==> src/rtl/crc_eng_pkg.sv <==
`timescale 1ns/1ps
package crc_eng_pkg;
  localparam int unsigned CRC_MAX_W = 40;
  localparam int unsigned DEG_W     = $clog2(CRC_MAX_W + 1);

  typedef enum logic [1:0] {ST_IDLE, ST_MSG, ST_PAD} eng_state_e;

  // low coefficient bits; the x^deg term is implicit
  function automatic logic [CRC_MAX_W-1:0] poly_low(input logic [2:0] sel);
    case (sel)
      3'd1:    return 40'h00_04C1_1DB7;
      3'd2:    return 40'h00_0000_0003;
      3'd3:    return 40'h00_0000_001D;
      3'd4:    return 40'h00_0482_0009;
      default: return 40'h00_0000_1021;
    endcase
  endfunction

  function automatic logic [DEG_W-1:0] poly_deg(input logic [2:0] sel);
    case (sel)
      3'd1:    return DEG_W'(32);
      3'd2:    return DEG_W'(3);
      3'd3:    return DEG_W'(8);
      3'd4:    return DEG_W'(40);
      default: return DEG_W'(16);
    endcase
  endfunction
endpackage

==> src/rtl/crc_lfsr_step.sv <==
`timescale 1ns/1ps
module crc_lfsr_step #(
  parameter int unsigned W  = 40,
  parameter int unsigned DW = $clog2(W + 1)
) (
  input  logic [W-1:0]  cur_i,
  input  logic [W-1:0]  poly_i,
  input  logic [DW-1:0] deg_i,
  input  logic          bit_i,
  output logic [W-1:0]  nxt_o
);
  logic [DW-1:0] top_idx;
  logic          fb;

  assign top_idx = deg_i - 1'b1;
  assign fb      = cur_i[top_idx];

  for (genvar i = 0; i < W; i++) begin : g_bit
    logic keep;
    assign keep = (DW'(i) < deg_i);
    if (i == 0) begin : g_lsb
      assign nxt_o[i] = keep & (bit_i ^ (fb & poly_i[i]));
    end else begin : g_up
      assign nxt_o[i] = keep & (cur_i[i-1] ^ (fb & poly_i[i]));
    end
  end
endmodule

==> src/rtl/crc_seq_ctrl.sv <==
`timescale 1ns/1ps
module crc_seq_ctrl
  import crc_eng_pkg::*;
#(
  parameter int unsigned DW = 6
) (
  input  logic          clk_i,
  input  logic          rst_ni,
  input  logic          start_i,
  input  logic          bit_valid_i,
  input  logic          last_i,
  input  logic [DW-1:0] deg_i,
  output logic          load_o,
  output logic          step_o,
  output logic          pad_o,
  output logic          busy_o,
  output logic          done_o
);
  eng_state_e    state_q, state_d;
  logic [DW-1:0] cnt_q, cnt_d;
  logic          done_q;
  logic          pad_end;

  assign pad_end = (state_q == ST_PAD) && (cnt_q == DW'(1));

  always_comb begin
    state_d = state_q;
    cnt_d   = cnt_q;
    load_o  = 1'b0;
    step_o  = 1'b0;
    pad_o   = 1'b0;
    unique case (state_q)
      ST_IDLE: if (start_i) begin
        load_o  = 1'b1;
        state_d = ST_MSG;
      end
      ST_MSG: if (bit_valid_i) begin
        step_o = 1'b1;
        if (last_i) begin
          state_d = ST_PAD;
          cnt_d   = deg_i;
        end
      end
      ST_PAD: begin
        step_o = 1'b1;
        pad_o  = 1'b1;
        cnt_d  = cnt_q - 1'b1;
        if (pad_end) state_d = ST_IDLE;
      end
      default: state_d = ST_IDLE;
    endcase
  end

  always_ff @(posedge clk_i or negedge rst_ni) begin
    if (!rst_ni) begin
      state_q <= ST_IDLE;
      cnt_q   <= '0;
      done_q  <= 1'b0;
    end else begin
      state_q <= state_d;
      cnt_q   <= cnt_d;
      done_q  <= pad_end;
    end
  end

  assign busy_o = (state_q != ST_IDLE);
  assign done_o = done_q;

  assert_done_after_pad_R4: assert property (@(posedge clk_i) disable iff (!rst_ni)
    pad_end |=> done_o);
  assert_done_one_cycle_R4: assert property (@(posedge clk_i) disable iff (!rst_ni)
    done_o |=> !done_o);
  assert_pad_count_live_R4: assert property (@(posedge clk_i) disable iff (!rst_ni)
    (state_q == ST_PAD) |-> (cnt_q != '0));
  assert_done_idle_R4: assert property (@(posedge clk_i) disable iff (!rst_ni)
    done_o |-> (state_q == ST_IDLE));
endmodule

==> src/rtl/crc_serial_engine.sv <==
`timescale 1ns/1ps
module crc_serial_engine
  import crc_eng_pkg::*;
#(
  parameter int unsigned REG_W = CRC_MAX_W
) (
  input  logic             clk_i,
  input  logic             rst_ni,
  input  logic [2:0]       sel_i,
  input  logic             start_i,
  input  logic             bit_valid_i,
  input  logic             bit_i,
  input  logic             last_i,
  output logic [REG_W-1:0] crc_o,
  output logic             done_o,
  output logic             zero_o
);
  localparam int unsigned DW = $clog2(REG_W + 1);

  logic [2:0]       sel_q;
  logic [REG_W-1:0] crc_q, crc_nxt, poly;
  logic [DW-1:0]    deg;
  logic             load, step, pad, busy, shift_bit;

  assign poly      = REG_W'(poly_low(sel_q));
  assign deg       = DW'(poly_deg(sel_q));
  assign shift_bit = pad ? 1'b0 : bit_i;

  crc_seq_ctrl #(.DW(DW)) u_ctrl (
    .clk_i       (clk_i),
    .rst_ni      (rst_ni),
    .start_i     (start_i),
    .bit_valid_i (bit_valid_i),
    .last_i      (last_i),
    .deg_i       (deg),
    .load_o      (load),
    .step_o      (step),
    .pad_o       (pad),
    .busy_o      (busy),
    .done_o      (done_o)
  );

  crc_lfsr_step #(.W(REG_W), .DW(DW)) u_step (
    .cur_i  (crc_q),
    .poly_i (poly),
    .deg_i  (deg),
    .bit_i  (shift_bit),
    .nxt_o  (crc_nxt)
  );

  always_ff @(posedge clk_i or negedge rst_ni) begin
    if (!rst_ni) begin
      sel_q <= '0;
      crc_q <= '0;
    end else if (load) begin
      sel_q <= sel_i;
      crc_q <= '0;
    end else if (step) begin
      crc_q <= crc_nxt;
    end
  end

  assign crc_o  = crc_q;
  assign zero_o = ~|crc_q;

  assert_sel_held_R7: assert property (@(posedge clk_i) disable iff (!rst_ni)
    (busy && $past(busy)) |-> $stable(sel_q));
  assert_idle_hold_R8: assert property (@(posedge clk_i) disable iff (!rst_ni)
    (!busy && !start_i) |=> $stable(crc_q));
  assert_upper_clear_R5: assert property (@(posedge clk_i) disable iff (!rst_ni)
    done_o |-> ((crc_q >> deg) == '0));
endmodule

==> config.mk <==
export PLATFORM = sky130hd
export DESIGN_NAME = crc_serial_engine
export DESIGN_NICKNAME = d
export VERILOG_FILES = /design/src/rtl/crc_eng_pkg.sv /design/src/rtl/crc_lfsr_step.sv /design/src/rtl/crc_seq_ctrl.sv /design/src/rtl/crc_serial_engine.sv
export SDC_FILE = /design/constraint.sdc
export NUM_CORES = 1
export LEC_CHECK = 0
export BUFFER_PORTS_ARGS = -buffer_cell sky130_fd_sc_hd__buf_2
export CAP_MARGIN = 20
export CORE_MARGIN = 3
export CORE_UTILIZATION = 40
export CTS_CLUSTER_SIZE = 16
export DETAILED_ROUTE_END_ITERATION = 8
export MAX_ROUTING_LAYER = met4
export PLACE_DENSITY = 0.63
export SLEW_MARGIN = 20
export SYNTH_ARGS = -nofsm -noshare
export SYNTH_HDL_FRONTEND = slang
export SYNTH_SLANG_ARGS = --single-unit
==> constraint.sdc <==
create_clock -name clk_i -period 2.7 [get_ports clk_i]
set_input_delay 0.54 -clock clk_i [delete_from_list [all_inputs] [get_ports clk_i]]
set_output_delay 0.54 -clock clk_i [all_outputs]
set_load 0.01 [all_outputs]
==> metrics.md, run 1 <==
| Metric | Value |
|---|---|
| Status | completed |
| Ratio of cells with drive above 1 in the final layout | 28.3% |
| TritonRoute pass-1 iters | 4 |
| Post-Synth Adder-Cell Area | 3.38% |
| Clock Tree Buf Depth | 2 |
| CTS sink count | 52 |
| Fin area | 3090 µm² |
| Hpwl dp | 4710 µm |
| Starting density of the core | 42.5% |
| Xor/xnor share of the synthesized area | 6.95% |
| Port bufs | 50 |
| Clk_lat worst skew | 0.31 ns |
| 1st-iter DRT viols | 129 |
| VDD IR-drop max | 0.574 mV |
| DR vias/cell | 5.58 |
| Synth async-reset ratio | 100% |
| CP max stage cell | dfrtp_2 |
| WP depth | 8 |
| Reg2reg path depth | 8 |
| Total power | 2.70 mW |
| Final Hold Slack | 0.466 ns |
| Die Height | 86.5 µm |
| Synth area leaders | dfrtp_1 50%, a22o_1 11%, xnor2_1 4.1% |
| Final hold violation count | 0 |
| Sequential cell area fraction in the yosys report | 50.2% |
| EDFF count, synth | 0 |
| Mapped Cells | 232 |
| Relative slew slack | 62.6% |
| Mapped Nets | 248 |
| Netlist cell types | 39 |
| Via count | 2054 |
| Startpoint Class | register |
| H-Tree Depth | 2 |
| Clock skew | 0.00775 ns |
| I/O Pins | 51 |
| Routed Antenna Nets | 0 |
| Drt drc | 0 |
| Fin. max-slew vios | 0 |
| Max-Cap Viols | 0 |
| Area Growth Syn to Fin | 19.2% |
| Fmax | 387 MHz |
| Setup Fix Bufs, Post-CTS | 0 |
| Die Wd | 86.5 µm |
| Post-Syn Area | 2590 µm² |
| Worst path cell trace | nor2b_1 > a21oi_1 > ha_1 > xnor3_1 > mux2i_2 > or3_1 > mux2_4 > o21ai_2 |
| WP data arrival | 2.83 ns |
| Worst-path clk slew | 0.10 ns |
| Crit. End Element | register |
| Synthesized flop and latch total | 52 |
| Leak | 1.58 nW |
| Pre-CTS setup slack | 0.0937 ns |
| Critical path's top delay family | simple AND/OR/NAND/NOR gates |
| Vias in the first global route | 1991 |
| Worst EP required | 2.95 ns |
| Synth warnings | 0 |
| Routed WL | 6430 µm |
| Simple-Gate Fraction of Synth Area | 12.2% |
| Placed cell areas | 2990 µm² |
| Nets | 308 |
| DR WL/cell | 17.5 µm |
| Tmin final | 2.58 ns |
| Post-synth top flop | dfrtp_1 |
| Unrepaired setup endpoints after global routing | no |
| Worst Hold Depth | 2 |
| Antenna violations before repair | 0 |
| Pwr/cell area | 875 nW/µm² |
| Endpoints failing setup | 0 |
| First-pass GRT wire length | 10500 µm |
| Core Region | 6100 µm² |
| Core Rows | 28 |
| Tcrit/Tclk final | 95.6% |
| Largest stage delay, worst path | 0.49 ns |
| Root Buffer | clkbuf_8 |
| Compound-cell area share of the yosys netlist | 18.2% |
| Largest area contributor in the netlist | dfrtp_1 |
| N_diodes | 0 |
| CTS tree | done |
| Grt ovf | 0 |
| Final WS setup | 0.118 ns |
| Buf/Inv on CP | 0 |
| Crit Path Class | register to register |
| DIE AREA | 7480 µm² |
| Gp weighted congestion | 0.815 |
| Main combinational cell family by area after synthesis | compound AO/OA/AOI/OAI gates |
| HP Class | primary input to register |
| Yosys top cell area share | 50.2% |
| Crit Path Max Fanout | 8 |
| Total GRT Usage | 18.7% |
| Multiplexer share of the synthesized area | 5.69% |
| Syn Area/Cell | 11.2 µm² |
| Filler instances | 595 |
| Inserted Clock Buffers | 5 |
| Largest net degree at the start of global routing | 40 |
| Worst slew pin tran | 0.560 ns |
| Setup tns final | 0 ns |
==> repair_timing <==
item                       CTS  global route
gates resized for setup      0             1
hold endpoints to repair     1             0
setup endpoints to repair    0             1
hold buffers                 1             0
==> final timing paths <==
| path | end | startpoint | slack [ns] |
|---|---|---|---|
| worst max-delay path | crc_o[7] | sel_q[0] | 0.12 |
| worst min-delay path | sel_q[1] | sel_i[1] | 0.47 |
| worst max register to register | crc_o[7] | sel_q[0] | 0.12 |
| worst min register to register | u_ctrl.state_q[0] | u_ctrl.state_q[0] | 0.55 |
| max in group asynchronous | crc_o[27] | rst_ni | 1.61 |
| min in group asynchronous | crc_o[3] | rst_ni | 0.53 |
==> through the flow <==
| stage | util [%] | instances |
|---|---|---|
| 6_report | 50.7 | 368 |
| 4_1_cts | 50.7 | 368 |
| 5_1_grt | 50.7 | 368 |
| 3_5_place_dp | 49.0 | 359 |
| 2_1_floorplan | - | 232 |
| 3_3_place_gp | 49.0 | 359 |
==> routing by layer <==
metal  vias up  wire [µm]  GRT usage (%)
met3         6        302           3.61
met1      1020       3200           28.0
li1        978          -              -
met2        50       2860           26.4
met4         0         63           4.25
met5         -          0              -
==> registers in the layout (all words and copies together), names as in the netlist <==
signal,flops
crc_o,40
u_ctrl.cnt_q,6
u_ctrl.done_o,1
sel_q,3
u_ctrl.state_q,2
==> power by group <==
part	internal (mW)	leakage [nW]	total [mW]	switching (mW)
logic	0.540	0.832	1.23	0.689
clock network	0.185	0.0414	0.453	0.268
registers	0.884	0.706	1.02	0.136
==> logic make-up (layout without fill, tap and decap cells) <==
| family | Yosys count | count (layout) |
|---|---|---|
| and+or+nand+nor | 60 | 60 |
| AOI/OAI and AO/OA | 65 | 65 |
| xor gates and xnor gates | 19 | 19 |
| muxes | 10 | 10 |
| adders and majority gates | 7 | 7 |
| DFF | 52 | 52 |
| buffers and inverters | 19 | 80 |
==> cells in the mapped netlist, types with 2 or more instances <==
cell type and n:
nor4_1 10, nand2_1 17, xnor2_1 12, xor2_1 6
nor2b_1 5, a21o_1 2, o21ai_0 16, buf_4 2
ha_1 7, dfrtp_1 52, a22o_1 33, clkbuf_1 8
mux2_2 5, inv_1 7, nor3_1 6, mux4_1 2
nand3_1 3, nor2_1 9, a21oi_1 8, nand4_1 3
==> cell usage in the layout (no fill, tap or decap), types with 2 or more instances in the layout <==
cell	Yosys	layout
a21oi_1	8	7
a22o_1	33	33
o21ai_0	16	16
nand3_1	3	3
nor3_1	6	6
clkbuf_8	0	5
mux4_1	2	2
a21o_1	2	2
nor2_1	9	9
dfrtp_1	52	51
buf_4	2	14
nor4_1	10	10
inv_1	7	7
ha_1	7	7
xor2_1	6	6
nand4_1	3	3
nor2b_1	5	5
xnor2_1	12	12
buf_2	1	50
mux2_2	5	5
nand2_1	17	17
==> final cells by class <==
| class | count | area (µm²) | area share (%) |
|---|---|---|---|
| multi-input cells | 161 | 1210 | 39.2 |
| inverters | 7 | 26.3 | 0.851 |
| well taps | 75 | 93.8 | 3.04 |
| repair buffers | 65 | 365 | 11.8 |
| clock inverters | 2 | 16.3 | 0.527 |
| clock buffers | 6 | 72.6 | 2.35 |
| flip-flops and latches | 52 | 1300 | 42.2 |
No activity file was read; power rests on OpenSTA's default activity.
==> run 2, diff against run 1 <==
--- a/config.mk
+++ b/config.mk
@@ -12,7 +12,7 @@
 export CTS_CLUSTER_SIZE = 16
 export DETAILED_ROUTE_END_ITERATION = 8
 export MAX_ROUTING_LAYER = met4
-export PLACE_DENSITY = 0.63
+export PLACE_DENSITY_LB_ADDON = 0.25
 export SLEW_MARGIN = 20
 export SYNTH_ARGS = -nofsm -noshare
 export SYNTH_HDL_FRONTEND = slang
==> run 2 against run 1 <==
Net effect: core utilization about the same; first-iteration DRC count decreased by 22%; non-clock buffer count unchanged; global-route usage about the same; via count decreased by 2.2%; clock power about the same; design area about the same; routed wire length decreased by 0.76%; sequential share of layout area decreased by 0.058 points; sequential power about the same.
==> metrics.md, run 2 (synthesis results as in run 1) <==
| Metric | Value |
|---|---|
| Status | completed |
| Setup tns final | 0 ns |
| Clock Tree Buf Depth | 2 |
| Hpwl dp | 4720 µm |
| Uppermost layer routed | met4 |
| Root Buffer | clkbuf_8 |
| Worst-path clk slew | 0.09 ns |
| Worst slew pin tran | 0.548 ns |
| Crit Path Max Fanout | 8 |
| Crit Path Class | register to register |
| Total GRT Usage | 18.7% |
| Crit. End Element | register |
| Buf/Inv on CP | 0 |
| Relative slew slack | 63.5% |
| Post-CTS Hold Buffers | 0 |
| Die Wd | 86.5 µm |
| Most frequent cells in the layout | 52 x dfrtp_1, 50 x buf_2, 33 x a22o_1 |
| Leak | 1.58 nW |
| Tmin final | 2.54 ns |
| H-Tree Depth | 2 |
| HP Class | primary input to asynchronous set/reset pin |
| Clock Power Share | 16.7% |
| Pre-CTS setup slack | 0.124 ns |
| Starting density of the core | 42.5% |
| Tcrit/Tclk final | 93.9% |
| NetSw | 1.09 mW |
| DR WL/cell | 17.3 µm |
| Gp weighted congestion | 0.812 |
| Fin area | 3090 µm² |
| Final hold violation count | 0 |
| Reg2reg start | sel_q[0] |
| Worst path cell trace | nor3b_2 > a21oi_1 > ha_1 > xnor3_1 > mux2i_2 > or3_4 > mux2_4 > o21ai_2 |
| Drt drc | 0 |
| Filler instances | 570 |
| Worst EP required | 2.95 ns |
| 1st-iter DRT viols | 100 |
| WP data arrival | 2.78 ns |
| Multi-input logic area | 1220 µm² |
| Final Hold Slack | 0.202 ns |
| Routed WL | 6380 µm |
| N_diodes | 0 |
| Fin. max-slew vios | 0 |
| Endpoints failing setup | 0 |
| Vias in the first global route | 1925 |
| Max reg flops | 40 |
| Max-Cap Viols | 0 |
| Port bufs | 50 |
| Wire length on met1 | 3220 µm |
| Grt ovf | 0 |
| Critical path's top delay family | simple AND/OR/NAND/NOR gates |
| Die Height | 86.5 µm |
| VDD IR-drop max | 0.473 mV |
| Final WS setup | 0.164 ns |
| Ratio of cells with drive above 1 in the final layout | 28.7% |
| Clock skew | 0.00621 ns |
| Antenna violations before repair | 0 |
| CP max stage cell | dfrtp_1 |
| Register share of total power | 37.8% |
| Area Growth Syn to Fin | 19.2% |
| Pint | 1.62 mW |
| Met2 wire len | 2850 µm |
| Sw Share | 40.3% |
| Met3 routed WL | 213 µm |
| Fmax | 394 MHz |
| Largest net degree at the start of global routing | 40 |
| DR vias/cell | 5.46 |
| Largest stage delay, worst path | 0.51 ns |
| CTS tree | done |
| Core Rows | 28 |
| Via count | 2009 |
| Inserted Clock Buffers | 5 |
| Register area | 1300 µm² |
| Nets | 308 |
| Commonest non-fill, non-tap cell in the layout | dfrtp_1 |
| I/O Pins | 51 |
| Clk_lat worst skew | 0.31 ns |
| Pwr/cell area | 876 nW/µm² |
| Startpoint Class | register |
| First-pass GRT wire length | 10500 µm |
| Routed Antenna Nets | 0 |
| Crit path launch | sel_q[0] |
| Combinational share of power | 45.5% |
| DIE AREA | 7480 µm² |
| Unrepaired setup endpoints after global routing | no |
| Placed cell areas | 3000 µm² |
| Setup Fix Bufs, Post-CTS | 0 |
| CTS sink count | 52 |
| TritonRoute pass-1 iters | 4 |
| Core Region | 6100 µm² |
## run 2: area by class of cell
cell class | count | share of cell area (%)
multi-input combinational | 161 | 39.4
inverter | 7 | 0.850
tap | 75 | 3.04
sequential | 52 | 42.1
clock inverter | 2 | 0.526
timing repair buffer | 65 | 11.7
clock buffer | 6 | 2.35
## run 2: path summary, 6_finish.rpt
path                       depth (start not counted)           endpoint  slack, ns
setup / recovery                                   8           crc_o[7]       0.16
hold / removal                                     1  u_ctrl.state_q[0]       0.20
setup reg to reg                                   8           crc_o[7]       0.16
hold reg to reg                                    1  u_ctrl.state_q[0]       0.55
max in group asynchronous                          2          crc_o[32]       1.89
min in group clk_i                                 2           sel_q[2]       0.47
## run 2: routing by layer
layer | GRT usage [%] | up-vias
li1 | - | 973
met1 | 27.7 | 987
met2 | 26.4 | 40
met3 | 2.85 | 9
met4 | 5.95 | 0
met5 | - | -
## run 2: timing repair
action                                  CTS  global route
endpoints found under the hold margin     0             0
endpoints found under the setup margin    0             1
gates resized for setup                   0             1
## run 2: through the flow
step / util [%] / cells / power (mW)
after CTS: 50.6 / 368 / 2.73
after detailed placement: 49.2 / 360 / 2.27
after global routing: 50.7 / 368 / 2.90
final: 50.7 / 368 / 2.71
after global placement: 49.2 / 360 / 2.25
after floorplan: - / 232 / 1.89
## run 2: power by group through the flow
stage / Combinational, mW / Clock, mW / Sequential, mW
3_3_place_gp: 1.21 / 0 / 1.03
2_1_floorplan: 0.913 / 0 / 0.981
3_5_place_dp: 1.23 / 0 / 1.04
6_report: 1.23 / 0.452 / 1.02
4_1_cts: 1.24 / 0.469 / 1.02
5_1_grt: 1.36 / 0.501 / 1.04
